$ cat config.mk
export PLATFORM = sky130hd
export DESIGN_NAME = irq_master_agg
export DESIGN_NICKNAME = d
export VERILOG_FILES = /design/src/rtl/irq_agg_pkg.sv /design/src/rtl/irq_summary_map.sv /design/src/rtl/irq_master_reg.sv /design/src/rtl/irq_msi_gen.sv /design/src/rtl/irq_master_agg.sv
export SDC_FILE = /design/constraint.sdc
export NUM_CORES = 1
export LEC_CHECK = 0
export BUFFER_PORTS_ARGS = -buffer_cell sky130_fd_sc_hd__buf_2
export CORE_AREA = 8 8 204 206
export CTS_CLUSTER_SIZE = 40
export DETAILED_ROUTE_END_ITERATION = 10
export DIE_AREA = 0 0 212 214
export MAX_ROUTING_LAYER = met4
export SYNTH_ARGS = -nofsm -noshare
export SYNTH_HDL_FRONTEND = slang
export SYNTH_SLANG_ARGS = --single-unit
$ cat constraint.sdc
create_clock -name clk -period 1.9 [get_ports clk]
set_clock_uncertainty 0.15 [all_clocks]
set_input_delay 0.095 -clock clk [delete_from_list [all_inputs] [get_ports clk]]
set_output_delay 0.095 -clock clk [all_outputs]
set_load 0.02 [all_outputs]
$ cat src/rtl/irq_agg_pkg.sv
package irq_agg_pkg;

    localparam int LEAF_W   = 32;
    localparam int N_LEAF   = 11;
    localparam int N_MAP    = 13;
    localparam int MST_W    = 32;
    localparam int EN_BIT   = 31;
    localparam int SUM_W    = EN_BIT;
    localparam int CTRL_W   = 16;
    localparam int ADDR_W   = 32;
    localparam int DATA_W   = 16;

    typedef struct packed {
        logic [3:0]        src;
        logic [4:0]        dst;
        logic [LEAF_W-1:0] mask;
    } map_ent_t;

    typedef struct packed {
        logic             en;
        logic [SUM_W-1:0] sum;
    } mst_reg_t;

    typedef struct packed {
        logic [ADDR_W-1:0] addr;
        logic [DATA_W-1:0] data;
    } msi_msg_t;

    localparam logic [LEAF_W-1:0] LO_HALF = 32'h0000_ffff;
    localparam logic [LEAF_W-1:0] HI_HALF = 32'hffff_0000;
    localparam logic [LEAF_W-1:0] ALL_W   = 32'hffff_ffff;

    function automatic map_ent_t map_entry(input int idx);
        map_ent_t e;
        case (idx)
            0:  e = '{src: 4'd0,  dst: 5'd0,  mask: LO_HALF};
            1:  e = '{src: 4'd0,  dst: 5'd1,  mask: HI_HALF};
            2:  e = '{src: 4'd1,  dst: 5'd2,  mask: LO_HALF};
            3:  e = '{src: 4'd1,  dst: 5'd3,  mask: HI_HALF};
            4:  e = '{src: 4'd2,  dst: 5'd4,  mask: LO_HALF};
            5:  e = '{src: 4'd3,  dst: 5'd6,  mask: LO_HALF};
            6:  e = '{src: 4'd4,  dst: 5'd16, mask: ALL_W};
            7:  e = '{src: 4'd5,  dst: 5'd17, mask: ALL_W};
            8:  e = '{src: 4'd6,  dst: 5'd18, mask: ALL_W};
            9:  e = '{src: 4'd7,  dst: 5'd20, mask: ALL_W};
            10: e = '{src: 4'd8,  dst: 5'd22, mask: ALL_W};
            11: e = '{src: 4'd9,  dst: 5'd23, mask: ALL_W};
            default: e = '{src: 4'd10, dst: 5'd30, mask: ALL_W};
        endcase
        return e;
    endfunction

    function automatic logic ctrl_unsupported(input logic [CTRL_W-1:0] c);
        return |c[CTRL_W-1:1];
    endfunction

endpackage

$ cat src/rtl/irq_summary_map.sv
module irq_summary_map
    import irq_agg_pkg::*;
#(
    parameter int NUM_LEAF = N_LEAF,
    localparam int PEND_W  = NUM_LEAF * LEAF_W
) (
    input  logic [PEND_W-1:0] pend,
    output logic [SUM_W-1:0]  sum
);

    logic [N_MAP-1:0] hit;

    for (genvar m = 0; m < N_MAP; m++) begin : g_ent
        localparam map_ent_t ENT = map_entry(m);
        if (int'(ENT.src) < NUM_LEAF) begin : g_live
            assign hit[m] = |(pend[int'(ENT.src)*LEAF_W +: LEAF_W] & ENT.mask);
        end else begin : g_absent
            assign hit[m] = 1'b0;
        end
    end

    for (genvar b = 0; b < SUM_W; b++) begin : g_bit
        always_comb begin
            sum[b] = 1'b0;
            for (int m = 0; m < N_MAP; m++) begin
                if (int'(map_entry(m).dst) == b) begin
                    sum[b] = sum[b] | hit[m];
                end
            end
        end
    end

endmodule

$ cat src/rtl/irq_master_reg.sv
module irq_master_reg
    import irq_agg_pkg::*;
(
    input  logic             clk,
    input  logic             rst,
    input  logic             recheck,
    input  logic             wr_en,
    input  logic [MST_W-1:0] wr_data,
    input  logic [SUM_W-1:0] sum_in,
    output mst_reg_t         q,
    output logic             fire
);

    logic trig;
    logic en_next;
    logic upd;

    assign trig    = recheck | wr_en;
    assign en_next = wr_en ? wr_data[EN_BIT] : q.en;
    assign upd     = trig & en_next;
    assign fire    = upd & (|sum_in);

    always_ff @(posedge clk) begin
        if (rst) begin
            q <= '0;
        end else begin
            q.en <= en_next;
            if (upd) begin
                q.sum <= sum_in;
            end
        end
    end

    AST_SUM_HOLDS: assert property (@(posedge clk) disable iff (rst)
        !(recheck || wr_en) |=> $stable(q.sum));

    AST_EN_FROM_WRITE: assert property (@(posedge clk) disable iff (rst)
        wr_en |=> (q.en == $past(wr_data[EN_BIT])));

    AST_OFF_NO_UPDATE: assert property (@(posedge clk) disable iff (rst)
        (wr_en && !wr_data[EN_BIT]) |=> $stable(q.sum));

endmodule

$ cat src/rtl/irq_msi_gen.sv
module irq_msi_gen
    import irq_agg_pkg::*;
(
    input  logic              clk,
    input  logic              rst,
    input  logic              fire,
    input  logic [CTRL_W-1:0] ctrl,
    input  logic [ADDR_W-1:0] addr,
    input  logic [DATA_W-1:0] data,
    input  logic              ready,
    output logic              req,
    output msi_msg_t          msg,
    output logic              err
);

    logic bad_fmt;
    logic go;

    assign bad_fmt = ctrl_unsupported(ctrl);
    assign go      = fire & ~bad_fmt & ctrl[0];

    always_ff @(posedge clk) begin
        if (rst) begin
            req <= 1'b0;
            msg <= '0;
            err <= 1'b0;
        end else begin
            err <= fire & bad_fmt;
            if (go) begin
                req      <= 1'b1;
                msg.addr <= addr;
                msg.data <= data;
            end else if (req && ready) begin
                req <= 1'b0;
            end
        end
    end

    AST_REQ_WAITS: assert property (@(posedge clk) disable iff (rst)
        (req && !ready) |=> req);

    AST_ERR_CAUSE: assert property (@(posedge clk) disable iff (rst)
        err |-> ($past(ctrl[CTRL_W-1:1]) != '0));

    AST_ERR_NO_NEW_REQ: assert property (@(posedge clk) disable iff (rst)
        (err && !$past(req)) |-> !req);

endmodule

$ cat src/rtl/irq_master_agg.sv
module irq_master_agg
    import irq_agg_pkg::*;
#(
    parameter int NUM_LEAF = N_LEAF,
    localparam int PEND_W  = NUM_LEAF * LEAF_W
) (
    input  logic              clk,
    input  logic              rst,
    input  logic [PEND_W-1:0] leaf_pend,
    input  logic              recheck,
    input  logic              mst_wr_en,
    input  logic [MST_W-1:0]  mst_wr_data,
    output logic [MST_W-1:0]  mst_rd_data,
    input  logic [CTRL_W-1:0] msi_ctrl,
    input  logic [ADDR_W-1:0] msi_addr,
    input  logic [DATA_W-1:0] msi_data,
    input  logic              msi_ready,
    output logic              msi_req,
    output logic [ADDR_W-1:0] msi_req_addr,
    output logic [DATA_W-1:0] msi_req_data,
    output logic              msi_cfg_err
);

    logic [SUM_W-1:0] sum_now;
    mst_reg_t         mreg;
    logic             fire;
    msi_msg_t         msg;

    irq_summary_map #(.NUM_LEAF(NUM_LEAF)) u_map (
        .pend (leaf_pend),
        .sum  (sum_now)
    );

    irq_master_reg u_mreg (
        .clk     (clk),
        .rst     (rst),
        .recheck (recheck),
        .wr_en   (mst_wr_en),
        .wr_data (mst_wr_data),
        .sum_in  (sum_now),
        .q       (mreg),
        .fire    (fire)
    );

    irq_msi_gen u_msi (
        .clk   (clk),
        .rst   (rst),
        .fire  (fire),
        .ctrl  (msi_ctrl),
        .addr  (msi_addr),
        .data  (msi_data),
        .ready (msi_ready),
        .req   (msi_req),
        .msg   (msg),
        .err   (msi_cfg_err)
    );

    assign mst_rd_data  = mreg;
    assign msi_req_addr = msg.addr;
    assign msi_req_data = msg.data;

    AST_RESET_CLEAN: assert property (@(posedge clk) disable iff (rst)
        $past(rst) |-> (mst_rd_data == '0 && !msi_req && !msi_cfg_err));

    AST_REQ_NEEDS_EN: assert property (@(posedge clk) disable iff (rst)
        ($rose(msi_req) && !$past(rst)) |-> (mst_rd_data[EN_BIT] && (|mst_rd_data[SUM_W-1:0])));

    AST_UNMAPPED_ZERO: assert property (@(posedge clk) disable iff (rst)
        (mst_rd_data[5] == 1'b0) && (mst_rd_data[15:7] == '0) && (mst_rd_data[19] == 1'b0)
        && (mst_rd_data[21] == 1'b0) && (mst_rd_data[29:24] == '0));

endmodule

==> impl_metrics.json, run 1 <==
{
  "route.final.wire_length_um": 24600,
  "min_period_ns": 1.83,
  "grtUsageTotal": 0.105,
  "setup_violations": 0,
  "reg2reg_from": "u_mreg.q[31]",
  "htreeDepth": 3,
  "critPathMaxFanout": 14,
  "cp_data_arrival_time_ns": 1.91,
  "hold_viol_final": 0,
  "worstHoldPathCells": 5,
  "critical_path.startpoint_type": "input pin",
  "detailed_place_hpwl_um": 20700,
  "outcome": "completed",
  "die_h_um": 214,
  "synthTopCellsByArea": "dfxtp_1 (36%), nand2b_1 (17%), mux2i_1 (15%)",
  "worstPathRequired_ns": 1.97,
  "drt-vias-per-instance": 3.55,
  "synth_edf_count": 0,
  "max_freq_mhz": 545,
  "worstSkewPairLatency_ns": 0.34,
  "dr.pass1.iters": 4,
  "grt_max_degree": 113,
  "drv_cap": 0,
  "numCtsBuffers": 9,
  "clockBufferDepth": 2,
  "vias": 5173,
  "rows": 72,
  "rsz0062_at_grt": "yes",
  "drcViolationCount": 0,
  "met2_usage": 0.187,
  "ir_drop_mv": 0.434,
  "clk_pin_slew_ns": 0.07,
  "r2r_cells": 7,
  "drv_slew": 0,
  "criticalPathCategory": "input pin to flop",
  "synth_area_um2": 3540,
  "use_met3": 0.0215,
  "synth_cells": 401,
  "yosysMostFrequentCell": "nand2b_1",
  "grt_first_pass_wirelength_um": 34400,
  "powerDensity_nw_per_um2": 514,
  "r2r_slack_ns": 0.09,
  "root_buffer": "clkbuf_16",
  "drive_gt1_frac": 0.552,
  "ant_nets": 0,
  "start_util": 0.0925,
  "grt_pass1_vias": 5881,
  "ys_ff_latch": 64,
  "synth_top_area_share": 0.362,
  "syn_area_per_cell_um2": 8.83,
  "instances_no_fill": 1459,
  "dpl.cell_count": 1379,
  "worstHoldStart": "leaf_pend[231]",
  "hold_end": "u_mreg.q[20]",
  "leakage_nw": 3.45,
  "grt_overflow_total": 0,
  "r2r-end": "u_msi.msg[15]",
  "die_x_um": 212,
  "io_buffers": 453,
  "cts_tree": "done",
  "ys.warnings.count": 0,
  "synthFlopType": "dfxtp_1",
  "grt.busiest_layer": "met2",
  "async_flop_share": 0,
  "hp-class": "input pin to flop",
  "die-area_um2": 45400,
  "drt_iter0_markers": 254,
  "ys_seq_area_frac": 0.362,
  "gp_congestion": 0.891,
  "yosys.area.top_type": "dfxtp_1",
  "nets": 1384,
  "cts_num_sinks": 64,
  "grt_antenna_before_repair": 10,
  "netlist_top_cells_count": "nand2b_1 (96), nor4_1 (84), dfxtp_1 (64), mux2i_1 (54), nor2_1 (22)",
  "post-route-period-util": 0.965,
  "ys_types": 24,
  "routedWlPerCell_um": 16.9,
  "power_w": 0.00391,
  "num_io_pins": 535,
  "core-area_um2": 38300,
  "area_growth_pct": 115,
  "met1_usage": 0.106,
  "critPathCaptureType": "flop"
}
## state kept, by name, indices dropped and copies added, names as in the netlist
| register | cells |
|---|---|
| u_msi.msg | 48 |
| u_mreg.q | 14 |
| u_msi.req | 1 |
| u_msi.err | 1 |
## routing by layer
layer | wire (um) | part of all wire
met1 | 9330 | 0.38
met3 | 1650 | 0.067
met5 | 0 | 0
met4 | 1140 | 0.046
met2 | 12500 | 0.51
## cell type report
| type | instances | area (um2) |
|---|---|---|
| Antenna cell | 5 | 12.5 |
| Clock buffer | 9 | 225 |
| Clock inverter | 7 | 71.3 |
| Fill cell | 4256 | 30700 |
| Multi-Input combinational cell | 317 | 2200 |
| Sequential cell | 64 | 1280 |
| Tap cell | 518 | 648 |
| Timing Repair Buffer | 539 | 3180 |
## logic make-up (layout without fill, tap and decap cells)
group,Yosys count,after routing,share of synthesized area
other,1,23,0.00106
multiplexers,54,54,0.153
flip-flops,64,64,0.362
AO/OA/AOI/OAI,11,11,0.0233
buffers and inverters,37,555,0.0636
AND/OR/NAND/NOR,234,234,0.398
## how the worst max path moves through the flow
stage | start | end | slack (ns)
floorplan | u_mreg.q[31] | u_msi.msg[27] | 0.02
CTS | leaf_pend[78] | u_msi.msg[46] | 0.02
global route | leaf_pend[73] | u_msi.msg[19] | -0.06
finish | leaf_pend[273] | u_msi.msg[15] | 0.07
global placement | leaf_pend[57] | u_msi.msg[21] | -0.51
detailed placement | leaf_pend[266] | u_msi.msg[15] | -0.50
## per-stage QoR
step | utilization | area [um2] | setup WS, ns | hold slack [ns] | TNS, ns
finish | 0.199 | 7610 | 0.0661 | 0.0401 | 0
global route | 0.199 | 7610 | -0.0567 | 0.0767 | -1.28
CTS | 0.197 | 7530 | 0.0201 | 0.0148 | 0
detailed placement | 0.171 | 6540 | -0.496 | 0.213 | -22.39
global placement | 0.171 | 6540 | -0.505 | 0.200 | -23.28
floorplan | - | 3610 | 0.0238 | 0.0856 | 0
## critical path: stages
cell and delay (ns):
buf_2 0.10, nor4_1 0.31, nand2_1 0.14, nor4_4 0.35, and4_4 0.31, a31oi_4 0.14
buf_12 0.17, buf_8 0.15, mux2i_1 0.13
## report_power, final
| group | internal [W] | switching [W] | total, W |
|---|---|---|---|
| clock | 0.00102 | 0.000709 | 0.00172 |
| combinational | 0.000466 | 0.000345 | 0.000812 |
| sequential | 0.00137 | 0.0000101 | 0.00138 |
## placed cells by master (no fill, tap or decap), types with 2 or more instances in the layout
cell type,synthesis,routed
dlygate4sd3_1,0,51
diode_2,0,5
nand2b_1,96,96
clkinv_2,0,2
conb_1,1,18
buf_16,0,2
nor4_2,1,3
clkinvlp_4,0,3
clkbuf_16,0,10
buf_2,3,451
nor4_1,84,79
dfxtp_1,64,64
nor4_4,0,3
and4_1,3,2
nand2_1,4,4
nand4_1,18,18
buf_6,2,4
buf_12,0,4
mux2i_1,54,53
a211oi_1,7,7
nor2_1,22,22
buf_4,18,25
## what timing repair did
| item | in CTS | in global routing |
|---|---|---|
| hold endpoints to repair | 50 | 0 |
| buffers inserted | 4 | 1 |
| setup endpoints to repair | 48 | 49 |
| hold buffers | 51 | 0 |
| resized for setup | 18 | 6 |
| gates cloned | 2 | 1 |
| pin swaps | 4 | 2 |
No activity file was read; power rests on OpenSTA's default activity.
==> run 2, diff against run 1 <==
--- a/config.mk
+++ b/config.mk
@@ -9,2 +9,3 @@
 export CORE_AREA = 8 8 204 206
+export CTS_BUF_LIST = sky130_fd_sc_hd__clkbuf_8
 export CTS_CLUSTER_SIZE = 40
--- a/constraint.sdc
+++ b/constraint.sdc
@@ -4,2 +4,2 @@
 set_output_delay 0.095 -clock clk [all_outputs]
-set_load 0.02 [all_outputs]
+set_load 0.05 [all_outputs]
==> run 2 against run 1 <==
Compared with the run above: via count is 0.83% lower; highest routed layer unchanged; core utilization decreased by 0.59 points; non-clock buffer count down 3; critical endpoint is now u_msi.msg[45]; die area is the same; power shrank 9.6%; sequential share of layout area up 0.57 points; global-route usage down 0.24 points; worst setup slack improved by 0.037 ns; final cell count shrank 0.48%; worst hold slack improved by 0.049 ns.
==> impl_metrics.json, run 2 (synthesized netlist as in run 1, its figures left out) <==
{
  "max_freq_mhz": 557,
  "critical_path.startpoint_type": "input pin",
  "post-route-period-util": 0.945,
  "layout_common_cells": "buf_2 (453), nand2b_1 (96), nor4_1 (78)",
  "num_io_pins": 535,
  "max_stage_delay_ns": 0.42,
  "root_buffer": "clkbuf_8",
  "routedWlPerCell_um": 16.6,
  "reg.largest.list": "u_msi.msg (48), u_mreg.q (14)",
  "setup_violations": 0,
  "use_met3": 0.0206,
  "cp_cell_sequence": "buf_2 > nor4_2 > nand4_1 > nor2_1 > and4_4 > a31oi_4 > buf_4 > clkbuf_16 > mux2i_1",
  "regArea_um2": 1280,
  "hold_slack_ns": 0.0895,
  "worstPathRequired_ns": 2.00,
  "clk_pin_slew_ns": 0.11,
  "criticalPathCategory": "input pin to flop",
  "critPathSlowestCell": "nor4_2",
  "cts_num_sinks": 64,
  "core-area_um2": 38300,
  "hold_viol_final": 0,
  "multi_input_area_um2": 2170,
  "die_h_um": 214,
  "largest_register_ffs": 48,
  "drv_slew": 0,
  "grt_max_degree": 60,
  "met1_usage": 0.111,
  "drv_cap": 0,
  "drt_iter0_markers": 306,
  "drive_gt1_frac": 0.548,
  "largest-register": "u_msi.msg",
  "drt-vias-per-instance": 3.53,
  "min_period_ns": 1.80,
  "dr.pass1.iters": 4,
  "worstSkewPairLatency_ns": 0.36,
  "start_util": 0.0925,
  "r2r_slack_ns": 0.11,
  "met2_usage": 0.188,
  "outcome": "completed",
  "stdcell_area_um2": 7390,
  "critPathCaptureType": "flop",
  "fin_ws_ns": 0.104,
  "grt_first_pass_wirelength_um": 34200,
  "io_buffers": 453,
  "area_growth_pct": 109,
  "grtUsageTotal": 0.103,
  "critPathMaxFanout": 11,
  "die_x_um": 212,
  "clockBufferDepth": 2,
  "grt_overflow_total": 0,
  "grt_pass1_vias": 5794,
  "place_area_um2": 6540,
  "grt_antenna_before_repair": 6,
  "leakage_nw": 3.34,
  "nFillCells": 4264,
  "grt.busiest_layer": "met2",
  "rows": 72,
  "route.final.wire_length_um": 24200,
  "die-area_um2": 45400,
  "cts_tree": "done",
  "htreeDepth": 3,
  "ir_drop_mv": 0.234,
  "cp_data_arrival_time_ns": 1.89,
  "ant_nets": 0,
  "detailed_place_hpwl_um": 20600,
  "utilization": 0.193,
  "gp_congestion": 0.938,
  "vias": 5130,
  "powerDensity_nw_per_um2": 479,
  "numCtsBuffers": 9,
  "hp-class": "input pin to flop",
  "nets": 1381,
  "drcViolationCount": 0,
  "place_ws_ns": -0.589,
  "layout_commonest_cell": "buf_2"
}
run 2: cell types whose count changed in the layout (fill, tap and decap cells not counted), sizes merged:
cell,previous run,this run
clkinv,2,1
buf,487,480
dlygate4sd3,51,55
clkinvlp,3,2
inv,1,3
diode,5,1
run 2: what timing repair did:
action | CTS | global route
pin swaps | 0 | 1
gates resized for setup | 4 | 7
hold buffers | 55 | 0
endpoints found under the setup margin | 49 | 38
buffers inserted | 0 | 2
hold endpoints to repair | 57 | 0
gates cloned | 0 | 1
run 2: power breakdown:
part | internal [W] | switching (W)
clock | 0.000617 | 0.000635
combinational | 0.000461 | 0.000447
sequential | 0.00136 | 0.0000113
run 2: critical path, delay by kind of cell:
kind | cells | cell delay [ns]
multiplexers | 1 | 0.12
buffers and inverters | 3 | 0.47
AO/OA/AOI/OAI | 1 | 0.12
AND/OR/NAND/NOR | 4 | 1.08
run 2: layout make-up:
type | count | share of cell area
diodes | 1 | 0.000339
clock buffers | 9 | 0.0168
clock inverters | 7 | 0.0103
multi-input cells | 317 | 0.294
flip-flops and latches | 64 | 0.174
well taps | 518 | 0.0877
repair buffers | 536 | 0.417
run 2: per-layer routing:
layer / wire length, um / up-vias
li1: - / 2507
met1: 9520 / 2320
met2: 12800 / 274
met3: 1490 / 29
met4: 392 / 0
met5: 0 / -
run 2: through the flow:
stage               total power [W]  TNS [ns]  cells
floorplan                   0.00174         0    418
global placement            0.00221    -24.74   1377
detailed placement          0.00222    -25.12   1377
CTS                         0.00363         0   1448
global route                0.00374   -0.0134   1452
finish                      0.00354         0   1452
run 2: final timing paths:
path                            depth (start not counted)           start            end
worst min register to register                          2   u_msi.msg[15]  u_msi.msg[15]
worst max-delay path                                    9  leaf_pend[106]  u_msi.msg[45]
worst min-delay path                                    5     msi_ctrl[8]      u_msi.err
worst max register to register                          7    u_mreg.q[31]  u_msi.msg[45]
==> run 3, diff against run 2 <==
Settings changed: ABC_AREA set to 1, CORE_AREA 8 8 204 206 to 8 8 201 203, DIE_AREA 0 0 212 214 to 0 0 209 211.
==> run 3 against run 2 <==
Compared with the run above: first-iteration DRC count is 6.2% lower; global-route usage is 0.72 points higher; combinational power is 8.7% higher; cell area is 9.3% higher; count of clock-buffer cells in the layout is 2 higher; core utilization is 2.5 points higher; synthesized cell count is 100% higher; sequential power hardly changed; sequential share of layout area is 1.5 points lower; critical path type unchanged; largest power group unchanged.
==> impl_metrics.json, run 3 <==
{
  "synthFlopType": "dfxtp_1",
  "detailed_place_hpwl_um": 20900,
  "powerDensity_nw_per_um2": 431,
  "ant_nets": 0,
  "regArea_um2": 1280,
  "synth_area_um2": 4410,
  "layout_commonest_cell": "buf_2",
  "num_io_pins": 535,
  "die_h_um": 211,
  "min_period_ns": 1.71,
  "stdcell_area_um2": 8080,
  "clockBufferDepth": 2,
  "max_freq_mhz": 584,
  "p_int_w": 0.00236,
  "drt_iter0_markers": 287,
  "cp_data_arrival_time_ns": 1.86,
  "grt_first_pass_wirelength_um": 36700,
  "io_buffers": 453,
  "cts_num_sinks": 64,
  "area_growth_pct": 83.1,
  "largest_register_ffs": 48,
  "p_comb_frac": 0.284,
  "gp_congestion": 0.890,
  "rows": 71,
  "worstPathRequired_ns": 2.05,
  "hold_viol_final": 0,
  "synth_cells": 807,
  "yosys.area.top_type": "dfxtp_1",
  "p_clk_frac": 0.321,
  "layout_common_cells": "buf_2 (453), nor2_1 (263), nand2_1 (178)",
  "cts_tree": "done",
  "p_sw_frac": 0.322,
  "largest-register": "u_msi.msg",
  "multi_input_area_um2": 2330,
  "drcViolationCount": 0,
  "die-area_um2": 44100,
  "nFillCells": 4239,
  "ys_types": 23,
  "synth_edf_count": 0,
  "grt_max_degree": 49,
  "max_stage_delay_ns": 0.55,
  "place_ws_ns": -0.352,
  "synthTopCellsByArea": "dfxtp_1 (29%), nor2_1 (22%), nand2_1 (15%)",
  "rsz0062_at_grt": "no",
  "drt-vias-per-instance": 3.61,
  "critPathCaptureType": "flop",
  "switchingPower_w": 0.00112,
  "critPathSlowestCell": "dlygate4sd3_1",
  "start_util": 0.119,
  "cp_cell_sequence": "dlygate4sd3_1 > buf_2 > inv_1 > nand2_1 > nand2_1 > o21ai_0 > inv_2 > nand3_2 > buf_12 > nand2_1 > inv_1 > nor2_1",
  "dr.pass1.iters": 5,
  "reg.largest.list": "u_msi.msg (48), u_mreg.q (14)",
  "grt_antenna_before_repair": 0,
  "power_w": 0.00348,
  "grt_pass1_vias": 6853,
  "route.final.wire_length_um": 24900,
  "drive_gt1_frac": 0.394,
  "vias": 6513,
  "ys.warnings.count": 0,
  "drv_slew": 0,
  "share_seq_of_total_power": 0.395,
  "ys_seq_area_frac": 0.290,
  "grtUsageTotal": 0.110,
  "netlist_top_cells_count": "nor2_1 (264), nand2_1 (178), inv_1 (144), dfxtp_1 (64), nand4_1 (57)",
  "fin_ws_ns": 0.189,
  "leakage_nw": 4.41,
  "worstSkewPairLatency_ns": 0.36,
  "htreeDepth": 3,
  "utilization": 0.217,
  "post-route-period-util": 0.901,
  "synth_top_area_share": 0.290,
  "root_buffer": "clkbuf_8",
  "nets": 1780,
  "drv_cap": 0,
  "routedWlPerCell_um": 13.8,
  "ir_drop_mv": 0.180,
  "yosysMostFrequentCell": "nor2_1",
  "clk_pin_slew_ns": 0.08,
  "crit_top_cell": "nand2_1",
  "critical_path.startpoint_type": "input pin",
  "place_area_um2": 7350,
  "async_flop_share": 0,
  "outcome": "completed",
  "critPathMaxFanout": 28,
  "hp-class": "input pin to flop",
  "numCtsBuffers": 9,
  "syn_area_per_cell_um2": 5.47,
  "core-area_um2": 37100,
  "grt_overflow_total": 0,
  "criticalPathCategory": "input pin to flop",
  "setup_violations": 0,
  "die_x_um": 209,
  "ys_ff_latch": 64
}
## run 3: cell count changes in the layout (fill, tap and decap cells not counted), moves of 7 or more
cell      before  now
nand2b_1      96    0
nor4_2         7    0
nand2_1        4  178
a21oi_1        1    8
nand2_2        0   10
o21ai_0        0   12
inv_2          0   12
inv_1          0  144
nor2_1        21  263
mux2i_1       54    0
nand4_1       18   57
nor4_1        78    3
a211oi_1       7    0
## run 3: cell families after synthesis
group                  synth area share
AO/OA/AOI/OAI                    0.0275
buffers and inverters             0.197
flip-flops                        0.290
other                          0.000850
AND/OR/NAND/NOR                   0.484
## run 3: area by class of cell
type,count,area share
Multi-Input combinational cell,558,0.289
Inverter,155,0.0720
Sequential cell,64,0.159
Timing Repair Buffer,539,0.386
Clock buffer,11,0.0187
Clock inverter,4,0.00263
Antenna cell,1,0.000310
Tap cell,474,0.0734
## run 3: timing repair
action / 4_1_cts / 5_1_grt
hold buffers: 55 / 0
buffers inserted: 0 / 0
hold endpoints to repair: 53 / 0
endpoints found under the setup margin: 0 / 47
gates resized for setup: 0 / 2
## run 3: power groups by stage
stage | Combinational [W] | Sequential [W] | Clock (W)
after global routing | 0.00108 | 0.00138 | 0.00126
after global placement | 0.000897 | 0.00141 | 0
after detailed placement | 0.000903 | 0.00141 | 0
after CTS | 0.000991 | 0.00138 | 0.00123
after floorplan | 0.000313 | 0.00149 | 0
final | 0.000987 | 0.00138 | 0.00112
## run 3: path summary, 6_finish.rpt
check / cells after the start / slack, ns / endpoint / from
max: 12 / 0.19 / u_msi.msg[38] / mst_wr_en
min: 8 / 0.09 / u_mreg.q[3] / leaf_pend[62]
max reg2reg: 9 / 0.25 / u_msi.msg[38] / u_mreg.q[31]
min reg2reg: 2 / 0.31 / u_msi.req / u_msi.req
## run 3: per-stage QoR
| stage | instances | setup TNS [ns] | hold slack [ns] |
|---|---|---|---|
| 3_3_place_gp | 1736 | -15.81 | 0.197 |
| 6_report | 1806 | 0 | 0.0876 |
| 3_5_place_dp | 1736 | -15.89 | 0.202 |
| 5_1_grt | 1805 | 0 | 0.0874 |
| 4_1_cts | 1806 | 0 | 0.0541 |
| 2_1_floorplan | 824 | 0 | 0.108 |
## run 3: critical path: cells and delay by family
| family | cells | cell delay [ns] |
|---|---|---|
| AOI/OAI and AO/OA | 1 | 0.16 |
| buffers and inverters | 6 | 1.14 |
| and+or+nand+nor | 5 | 0.44 |
## run 3: metal layers
metal | up-vias | global-route usage | wire length [um]
met5 | - | - | 0
met4 | 0 | 0.0450 | 739
met3 | 39 | 0.0309 | 1740
met2 | 325 | 0.174 | 11400
met1 | 2745 | 0.131 | 11000
li1 | 3404 | - | -
